`config.mk`:
```
export PLATFORM = sky130hd
export DESIGN_NAME = tmr_host_seq
export DESIGN_NICKNAME = d
export VERILOG_FILES = /design/src/rtl/tmr_pkg.sv /design/src/rtl/tmr_cmd_dec.sv /design/src/rtl/tmr_chan_seq.sv /design/src/rtl/tmr_host_seq.sv
export SDC_FILE = /design/constraint.sdc
export NUM_CORES = 1
export LEC_CHECK = 0
export ABC_AREA = 1
export BUFFER_PORTS_ARGS = -buffer_cell sky130_fd_sc_hd__buf_4
export CORE_MARGIN = 1
export CORE_UTILIZATION = 56
export DETAILED_ROUTE_END_ITERATION = 7
export GPL_TIMING_DRIVEN = 0
export PLACE_DENSITY = 0.79
export SYNTH_ARGS = -nofsm -noshare
export SYNTH_HDL_FRONTEND = slang
export SYNTH_SLANG_ARGS = --single-unit
```
`constraint.sdc`:
```
create_clock -name clk -period 1.8 [get_ports clk]
set_input_delay 0.09 -clock clk [delete_from_list [all_inputs] [get_ports clk]]
set_output_delay 0.09 -clock clk [all_outputs]
set_load 0.02 [all_outputs]
```
`src/rtl/tmr_pkg.sv`:
```
`timescale 1ns/1ps
package tmr_pkg;

    localparam int BYTE_W = 8;
    localparam int CNT_W  = 2 * BYTE_W;
    localparam int MODE_W = 3;

    localparam logic [1:0]        CMD_ADDR  = 2'd3;
    localparam logic [BYTE_W-1:0] IDLE_BYTE = 8'hFF;

    typedef enum logic [1:0] {
        ACC_FREEZE = 2'd0,
        ACC_LO     = 2'd1,
        ACC_HI     = 2'd2,
        ACC_WORD   = 2'd3
    } acc_e;

    typedef struct packed {
        logic [1:0]        chan;
        acc_e              acc;
        logic [MODE_W-1:0] mode;
        logic              bcd;
    } cmd_t;

    typedef struct packed {
        acc_e              acc;
        logic [MODE_W-1:0] mode;
        logic              bcd;
        logic              wr_hi;
        logic              rd_hi;
        logic              snap_vld;
        logic              snap_hi;
    } chan_st_t;

    function automatic cmd_t split_cmd(input logic [BYTE_W-1:0] b);
        cmd_t c;
        c.chan = b[7:6];
        c.acc  = acc_e'(b[5:4]);
        c.mode = b[3:1];
        c.bcd  = b[0];
        return c;
    endfunction

    function automatic logic [BYTE_W-1:0] pick_byte(input logic [CNT_W-1:0] v,
                                                    input logic hi);
        return hi ? v[CNT_W-1:BYTE_W] : v[BYTE_W-1:0];
    endfunction

endpackage

```
`src/rtl/tmr_cmd_dec.sv`:
```
`timescale 1ns/1ps
module tmr_cmd_dec
    import tmr_pkg::*;
#(
    parameter int NCH = 3
) (
    input  logic [1:0]        addr,
    input  logic [BYTE_W-1:0] wdata,
    input  logic              wr_en,
    input  logic              rd_en,
    output logic [NCH-1:0]    pgm,
    output logic [NCH-1:0]    freeze,
    output logic [NCH-1:0]    dat_wr,
    output logic [NCH-1:0]    dat_rd,
    output acc_e              cmd_acc,
    output logic [MODE_W-1:0] cmd_mode,
    output logic              cmd_bcd
);
    cmd_t cw;
    logic is_cmd;

    assign cw       = split_cmd(wdata);
    assign is_cmd   = wr_en && (addr == CMD_ADDR);
    assign cmd_acc  = cw.acc;
    assign cmd_mode = cw.mode;
    assign cmd_bcd  = cw.bcd;

    for (genvar i = 0; i < NCH; i++) begin : g_sel
        logic hit_cmd;
        assign hit_cmd   = is_cmd && (cw.chan == 2'(i));
        assign pgm[i]    = hit_cmd && (cw.acc != ACC_FREEZE);
        assign freeze[i] = hit_cmd && (cw.acc == ACC_FREEZE);
        assign dat_wr[i] = wr_en && (addr == 2'(i));
        assign dat_rd[i] = rd_en && (addr == 2'(i));
    end

endmodule

```
`src/rtl/tmr_chan_seq.sv`:
```
`timescale 1ns/1ps
module tmr_chan_seq
    import tmr_pkg::*;
#(
    parameter logic [MODE_W-1:0] RST_MODE = 3'd3
) (
    input  logic              clk,
    input  logic              rst,
    input  logic              pgm,
    input  logic              freeze,
    input  acc_e              cmd_acc,
    input  logic [MODE_W-1:0] cmd_mode,
    input  logic              cmd_bcd,
    input  logic              dat_wr,
    input  logic              dat_rd,
    input  logic [BYTE_W-1:0] wdata,
    input  logic [CNT_W-1:0]  live_cnt,
    output logic [BYTE_W-1:0] rd_byte,
    output logic              load_stb,
    output logic [CNT_W-1:0]  load_val,
    output logic [MODE_W-1:0] mode_o,
    output logic              bcd_o
);
    chan_st_t          st;
    logic [BYTE_W-1:0] lo_hold;
    logic [CNT_W-1:0]  snap;

    always_ff @(posedge clk) begin
        if (rst) begin
            st       <= '{acc: ACC_WORD, mode: RST_MODE, bcd: 1'b0,
                          wr_hi: 1'b0, rd_hi: 1'b0, snap_vld: 1'b0, snap_hi: 1'b0};
            lo_hold  <= '0;
            snap     <= '0;
            load_stb <= 1'b0;
            load_val <= '0;
        end else begin
            load_stb <= 1'b0;
            if (pgm) begin
                st.acc      <= cmd_acc;
                st.mode     <= cmd_mode;
                st.bcd      <= cmd_bcd;
                st.wr_hi    <= 1'b0;
                st.rd_hi    <= 1'b0;
                st.snap_vld <= 1'b0;
                st.snap_hi  <= 1'b0;
            end else if (freeze && !st.snap_vld) begin
                snap        <= live_cnt;
                st.snap_vld <= 1'b1;
                st.snap_hi  <= 1'b0;
            end

            if (dat_wr) begin
                unique case (st.acc)
                    ACC_LO: begin
                        load_stb <= 1'b1;
                        load_val <= {{BYTE_W{1'b0}}, wdata};
                    end
                    ACC_HI: begin
                        load_stb <= 1'b1;
                        load_val <= {wdata, {BYTE_W{1'b0}}};
                    end
                    ACC_WORD: begin
                        if (st.wr_hi) begin
                            load_stb <= 1'b1;
                            load_val <= {wdata, lo_hold};
                            st.wr_hi <= 1'b0;
                        end else begin
                            lo_hold  <= wdata;
                            st.wr_hi <= 1'b1;
                        end
                    end
                    default: ;
                endcase
            end

            if (dat_rd && !pgm) begin
                if (st.snap_vld) begin
                    st.snap_hi <= !st.snap_hi;
                    if (st.snap_hi) st.snap_vld <= 1'b0;
                end else if (st.acc == ACC_WORD) begin
                    st.rd_hi <= !st.rd_hi;
                end
            end
        end
    end

    always_comb begin
        if (st.snap_vld) begin
            rd_byte = pick_byte(snap, st.snap_hi);
        end else begin
            unique case (st.acc)
                ACC_HI:   rd_byte = pick_byte(live_cnt, 1'b1);
                ACC_WORD: rd_byte = pick_byte(live_cnt, st.rd_hi);
                default:  rd_byte = pick_byte(live_cnt, 1'b0);
            endcase
        end
    end

    assign mode_o = st.mode;
    assign bcd_o  = st.bcd;

    // a load pulse always follows a data write to this channel
    a_r4_load_after_write: assert property (@(posedge clk) disable iff (rst)
        load_stb |-> $past(dat_wr));

    // the first byte of a two-byte write must not load
    a_r6_first_half_quiet: assert property (@(posedge clk) disable iff (rst)
        (dat_wr && st.acc == ACC_WORD && !st.wr_hi) |=> !load_stb);

    // a freeze while a snapshot is pending leaves the snapshot alone
    a_r11_snap_kept: assert property (@(posedge clk) disable iff (rst)
        (freeze && st.snap_vld && !pgm) |=> $stable(snap));

    // reading the frozen high byte releases the snapshot
    a_r10_snap_release: assert property (@(posedge clk) disable iff (rst)
        (dat_rd && st.snap_vld && st.snap_hi) |=> !st.snap_vld);

endmodule

```
`src/rtl/tmr_host_seq.sv`:
```
`timescale 1ns/1ps
module tmr_host_seq
    import tmr_pkg::*;
#(
    parameter int                NCH      = 3,
    parameter logic [MODE_W-1:0] RST_MODE = 3'd3
) (
    input  logic                  clk,
    input  logic                  rst,
    input  logic [1:0]            addr,
    input  logic [BYTE_W-1:0]     wdata,
    input  logic                  wr_en,
    input  logic                  rd_en,
    output logic [BYTE_W-1:0]     rdata,
    input  logic [NCH*CNT_W-1:0]  cnt_in,
    output logic [NCH-1:0]        load_stb,
    output logic [NCH*CNT_W-1:0]  load_val,
    output logic [NCH*MODE_W-1:0] ch_mode,
    output logic [NCH-1:0]        ch_bcd
);
    logic [NCH-1:0]    pgm, freeze, dat_wr, dat_rd;
    acc_e              cmd_acc;
    logic [MODE_W-1:0] cmd_mode;
    logic              cmd_bcd;
    logic [BYTE_W-1:0] rd_b [NCH];

    tmr_cmd_dec #(.NCH(NCH)) u_dec (
        .addr     (addr),
        .wdata    (wdata),
        .wr_en    (wr_en),
        .rd_en    (rd_en),
        .pgm      (pgm),
        .freeze   (freeze),
        .dat_wr   (dat_wr),
        .dat_rd   (dat_rd),
        .cmd_acc  (cmd_acc),
        .cmd_mode (cmd_mode),
        .cmd_bcd  (cmd_bcd)
    );

    for (genvar i = 0; i < NCH; i++) begin : g_ch
        tmr_chan_seq #(.RST_MODE(RST_MODE)) u_seq (
            .clk      (clk),
            .rst      (rst),
            .pgm      (pgm[i]),
            .freeze   (freeze[i]),
            .cmd_acc  (cmd_acc),
            .cmd_mode (cmd_mode),
            .cmd_bcd  (cmd_bcd),
            .dat_wr   (dat_wr[i]),
            .dat_rd   (dat_rd[i]),
            .wdata    (wdata),
            .live_cnt (cnt_in[i*CNT_W +: CNT_W]),
            .rd_byte  (rd_b[i]),
            .load_stb (load_stb[i]),
            .load_val (load_val[i*CNT_W +: CNT_W]),
            .mode_o   (ch_mode[i*MODE_W +: MODE_W]),
            .bcd_o    (ch_bcd[i])
        );
    end

    always_comb begin
        rdata = IDLE_BYTE;
        for (int i = 0; i < NCH; i++) begin
            if (addr == 2'(i)) rdata = rd_b[i];
        end
    end

    // at most one channel loads in any cycle
    a_r13_single_load: assert property (@(posedge clk) disable iff (rst)
        $onehot0(load_stb));

    // the command port reads back as all ones
    a_r12_cmd_read: assert property (@(posedge clk) disable iff (rst)
        (rd_en && addr == CMD_ADDR) |-> (rdata == IDLE_BYTE));

    // a command naming channel 3 changes no setting and loads nothing
    a_r3_ch3_ignored: assert property (@(posedge clk) disable iff (rst)
        (wr_en && addr == CMD_ADDR && wdata[7:6] == 2'd3)
        |=> ($stable(ch_mode) && $stable(ch_bcd) && load_stb == '0));

endmodule

```
==> qor.yml <==
sta:
  tns_ns: -1.04
  hold_violations: 0
  fin_skew_ns: 0.00332
  setup_viol: 8
  finalCritPeriodShare_pct: 109
  relSlewSlack_pct: 48.6
  worst_pin_slew_ns: 0.771
  drv_slew: 0
  worst_slack_ns: -0.163
  worst_hold_slack_ns: 0.000601
  max_freq_mhz: 509
  rsz0062_at_grt: "true"
  finalCriticalPeriod_ns: 1.96
power_and_ir_drop:
  power_mw: 7.85
  p_clk_share_pct: 42.2
  p_leak_nw: 4.37
  p_int_mw: 5.75
  switching_share_pct: 26.7
  power_density_nw_per_um2: 789
  power_frac_comb_pct: 13.4
  power.switching_mw: 2.09
  ir_drop_uv: 725
  p_seq_share_pct: 44.3
finish:
  syn_to_final_growth_pct: 38.8
  instances_no_fill: 1434
  layout_commonest_cell: "nand2_1"
  num-fill-cells: 817
  final_core_util_pct: 81.1
  drive_above_1_share_pct: 24.3
  nets: 1325
  n_antenna_cell: 0
  final_cell_mix: "nand2_1 (272), buf_4 (157), dfxtp_1 (143)"
worst_setup_path:
  end_kind: "primary output"
  cp.arrival_ns: 1.87
  required_ns: 1.71
  worst-setup-path-type: "flop to primary output"
  start_kind: "flop"
  cp_max_fo: 8
run_status:
  violations: "setup timing"
  status: "complete, but fails checks"
detailed_routing:
  postRouteAntennaNets: 0
  dr.first_iter.drc_count: 821
  first_pass_iters: 6
  wl_mm: 24.2
  routed-via-count: 8046
  wire_per_inst_um: 16.9
  viasPerCell: 5.61
  drcViolationCount: 0
global_routing:
  grt_pass1_wl_mm: 37.2
  grt_max_degree: 17
  grt.total_usage_pct: 36.4
  grt_pass1_vias: 7685
  gr-total-overflow: 0
  antenna_found_initial: 0
clocking:
  cts_tree: "built"
  clk_pin_slew_ns: 0.06
  h-tree-depth: 4
  cts.sinks: 153
  ctsRootBufferMaster: "clkbuf_16"
  clockBufferDepth: 2
  clock_latency_ns: 0.43
  cts_inserted_buffers: 17
place:
  dp_hpwl_mm: 14.9
  place.port_buffers: 127
  place_inst: 1336
  gp_congestion: 0.882
floorplanning:
  coreArea_um2: 12300
  pin_count: 133
  die_w_um: 115
  rows: 40
  fp.dieH_um: 115
  initial_core_util_pct: 58.4
  dieArea_um2: 13300
synth:
  synth_seq_cells: 153
  ys_warn_count: 0
  syn-cell-area_um2: 7170
  synth_area_per_cell_um2: 6.88
  synth_fp_nets: 1112
  syn_inst: 1041
  ys_types: 34
  seq_area_frac_synth_pct: 42.7
job:
  maxCapViolations: 0
worst_hold_path:
  min_path_type: "primary input to flop"
==> synth_stat cells <==
library cell	number	area, µm²
a21oi_1	128	641
a22oi_1	8	60.1
buf_1	4	15.0
buf_12	1	20.0
buf_2	12	60.1
buf_4	17	128
buf_6	5	56.3
clkbuf_1	30	113
clkinv_1	2	7.51
dfxtp_1	153	3060
ha_1	9	113
inv_1	61	229
inv_2	4	15.0
inv_6	1	8.76
nand2_1	307	1150
nand2_2	5	31.3
nand2_4	1	11.3
nand3_1	51	255
nand3_2	1	10.0
nand3_4	1	17.5
nand3b_1	1	7.51
nand4_1	11	68.8
nor2_1	111	417
nor2_2	2	12.5
nor2_4	2	22.5
nor3_1	2	10.0
nor3_2	1	10.0
nor3_4	2	32.5
nor4_1	2	12.5
o211ai_1	9	67.6
o21ai_0	90	450
o21ai_1	2	10.0
o22ai_1	2	12.5
xor2_1	3	26.3
==> state kept, by name, indices dropped and copies added, names as in the netlist <==
register,cells
g_ch.u_seq.st,18
g_ch.u_seq.mode_o,9
g_ch.u_seq.lo_hold,24
g_ch.u_seq.load_stb,3
g_ch.u_seq.bcd_o,3
g_ch.u_seq.load_val,48
g_ch.u_seq.snap,48
==> what timing repair did <==
| item | in CTS | in global routing |
|---|---|---|
| endpoints found under the hold margin | 51 | 0 |
| setup buffers | 15 | 5 |
| pin swaps | 28 | 18 |
| resized for setup | 101 | 38 |
| hold buffers | 49 | 0 |
| setup endpoints to repair | 8 | 51 |
==> per-stage QoR <==
step	worst slack (ns)	area, µm²
2_1_floorplan	0.204	7170
3_3_place_gp	-0.176	8330
3_5_place_dp	-0.199	8330
4_1_cts	-0.109	9800
5_1_grt	-0.207	9950
6_report	-0.163	9950
==> routing by layer <==
layer	GRT usage (%)	routed length (µm)	vias to the layer above
met3	8.59	1900	76
met1	42.8	9440	3743
met2	61.5	11900	419
met4	19.7	934	0
li1	-	-	3808
met5	0	0	-
==> worst max-delay path, cell delays in order (launching register included) <==
cell     delay [ns]
dfxtp_2        0.37
inv_2          0.07
ha_4           0.17
inv_6          0.08
nand2_8        0.06
nand2_8        0.10
nand2_2        0.06
nand2_2        0.06
nand2_1        0.05
nand2_1        0.09
nand2_1        0.09
nor2_1         0.10
buf_4          0.15
==> layout make-up <==
| type | count | area [µm²] | share of cell area, % |
|---|---|---|---|
| multi-input combinational | 751 | 3780 | 38.0 |
| sequential | 153 | 3090 | 31.0 |
| timing repair buffer | 196 | 1630 | 16.4 |
| clock buffer | 20 | 437 | 4.39 |
| buffer | 67 | 420 | 4.23 |
| inverter | 68 | 284 | 2.85 |
| tap | 168 | 210 | 2.11 |
| clock inverter | 11 | 103 | 1.03 |
==> logic make-up (layout without fill, tap and decap cells) <==
group	after synthesis	after routing	synth area share [%]
AO/OA/AOI/OAI	239	239	17.3
adder cells (fa/ha/maj)	9	9	1.57
AND/OR/NAND/NOR	500	500	28.9
flip-flops	153	153	42.7
buffers and inverters	137	362	9.10
XOR/XNOR	3	3	0.367
==> power by group through the flow <==
stage | combinational [mW] | sequential, mW | clock (mW)
6_report | 1.05 | 3.48 | 3.31
2_1_floorplan | 0.452 | 3.55 | 0
5_1_grt | 1.13 | 3.48 | 3.47
4_1_cts | 0.974 | 3.48 | 3.30
3_5_place_dp | 0.801 | 3.55 | 0
3_3_place_gp | 0.794 | 3.55 | 0
==> worst paths after layout <==
| path | start | to | slack, ns | cells past startpoint |
|---|---|---|---|---|
| hold reg to reg | g_ch[1].u_seq.lo_hold[2] | g_ch[1].u_seq.lo_hold[2] | 0.45 | 2 |
| hold / removal | cnt_in[30] | g_ch[1].u_seq.snap[14] | 0.0006 | 3 |
| setup / recovery | g_ch[1].u_seq.st[8] | rdata[4] | -0.16 | 12 |
| setup reg to reg | g_ch[0].u_seq.st[8] | g_ch[0].u_seq.load_val[15] | 0.04 | 9 |
Note: power is estimated with default switching activity, not from simulation.
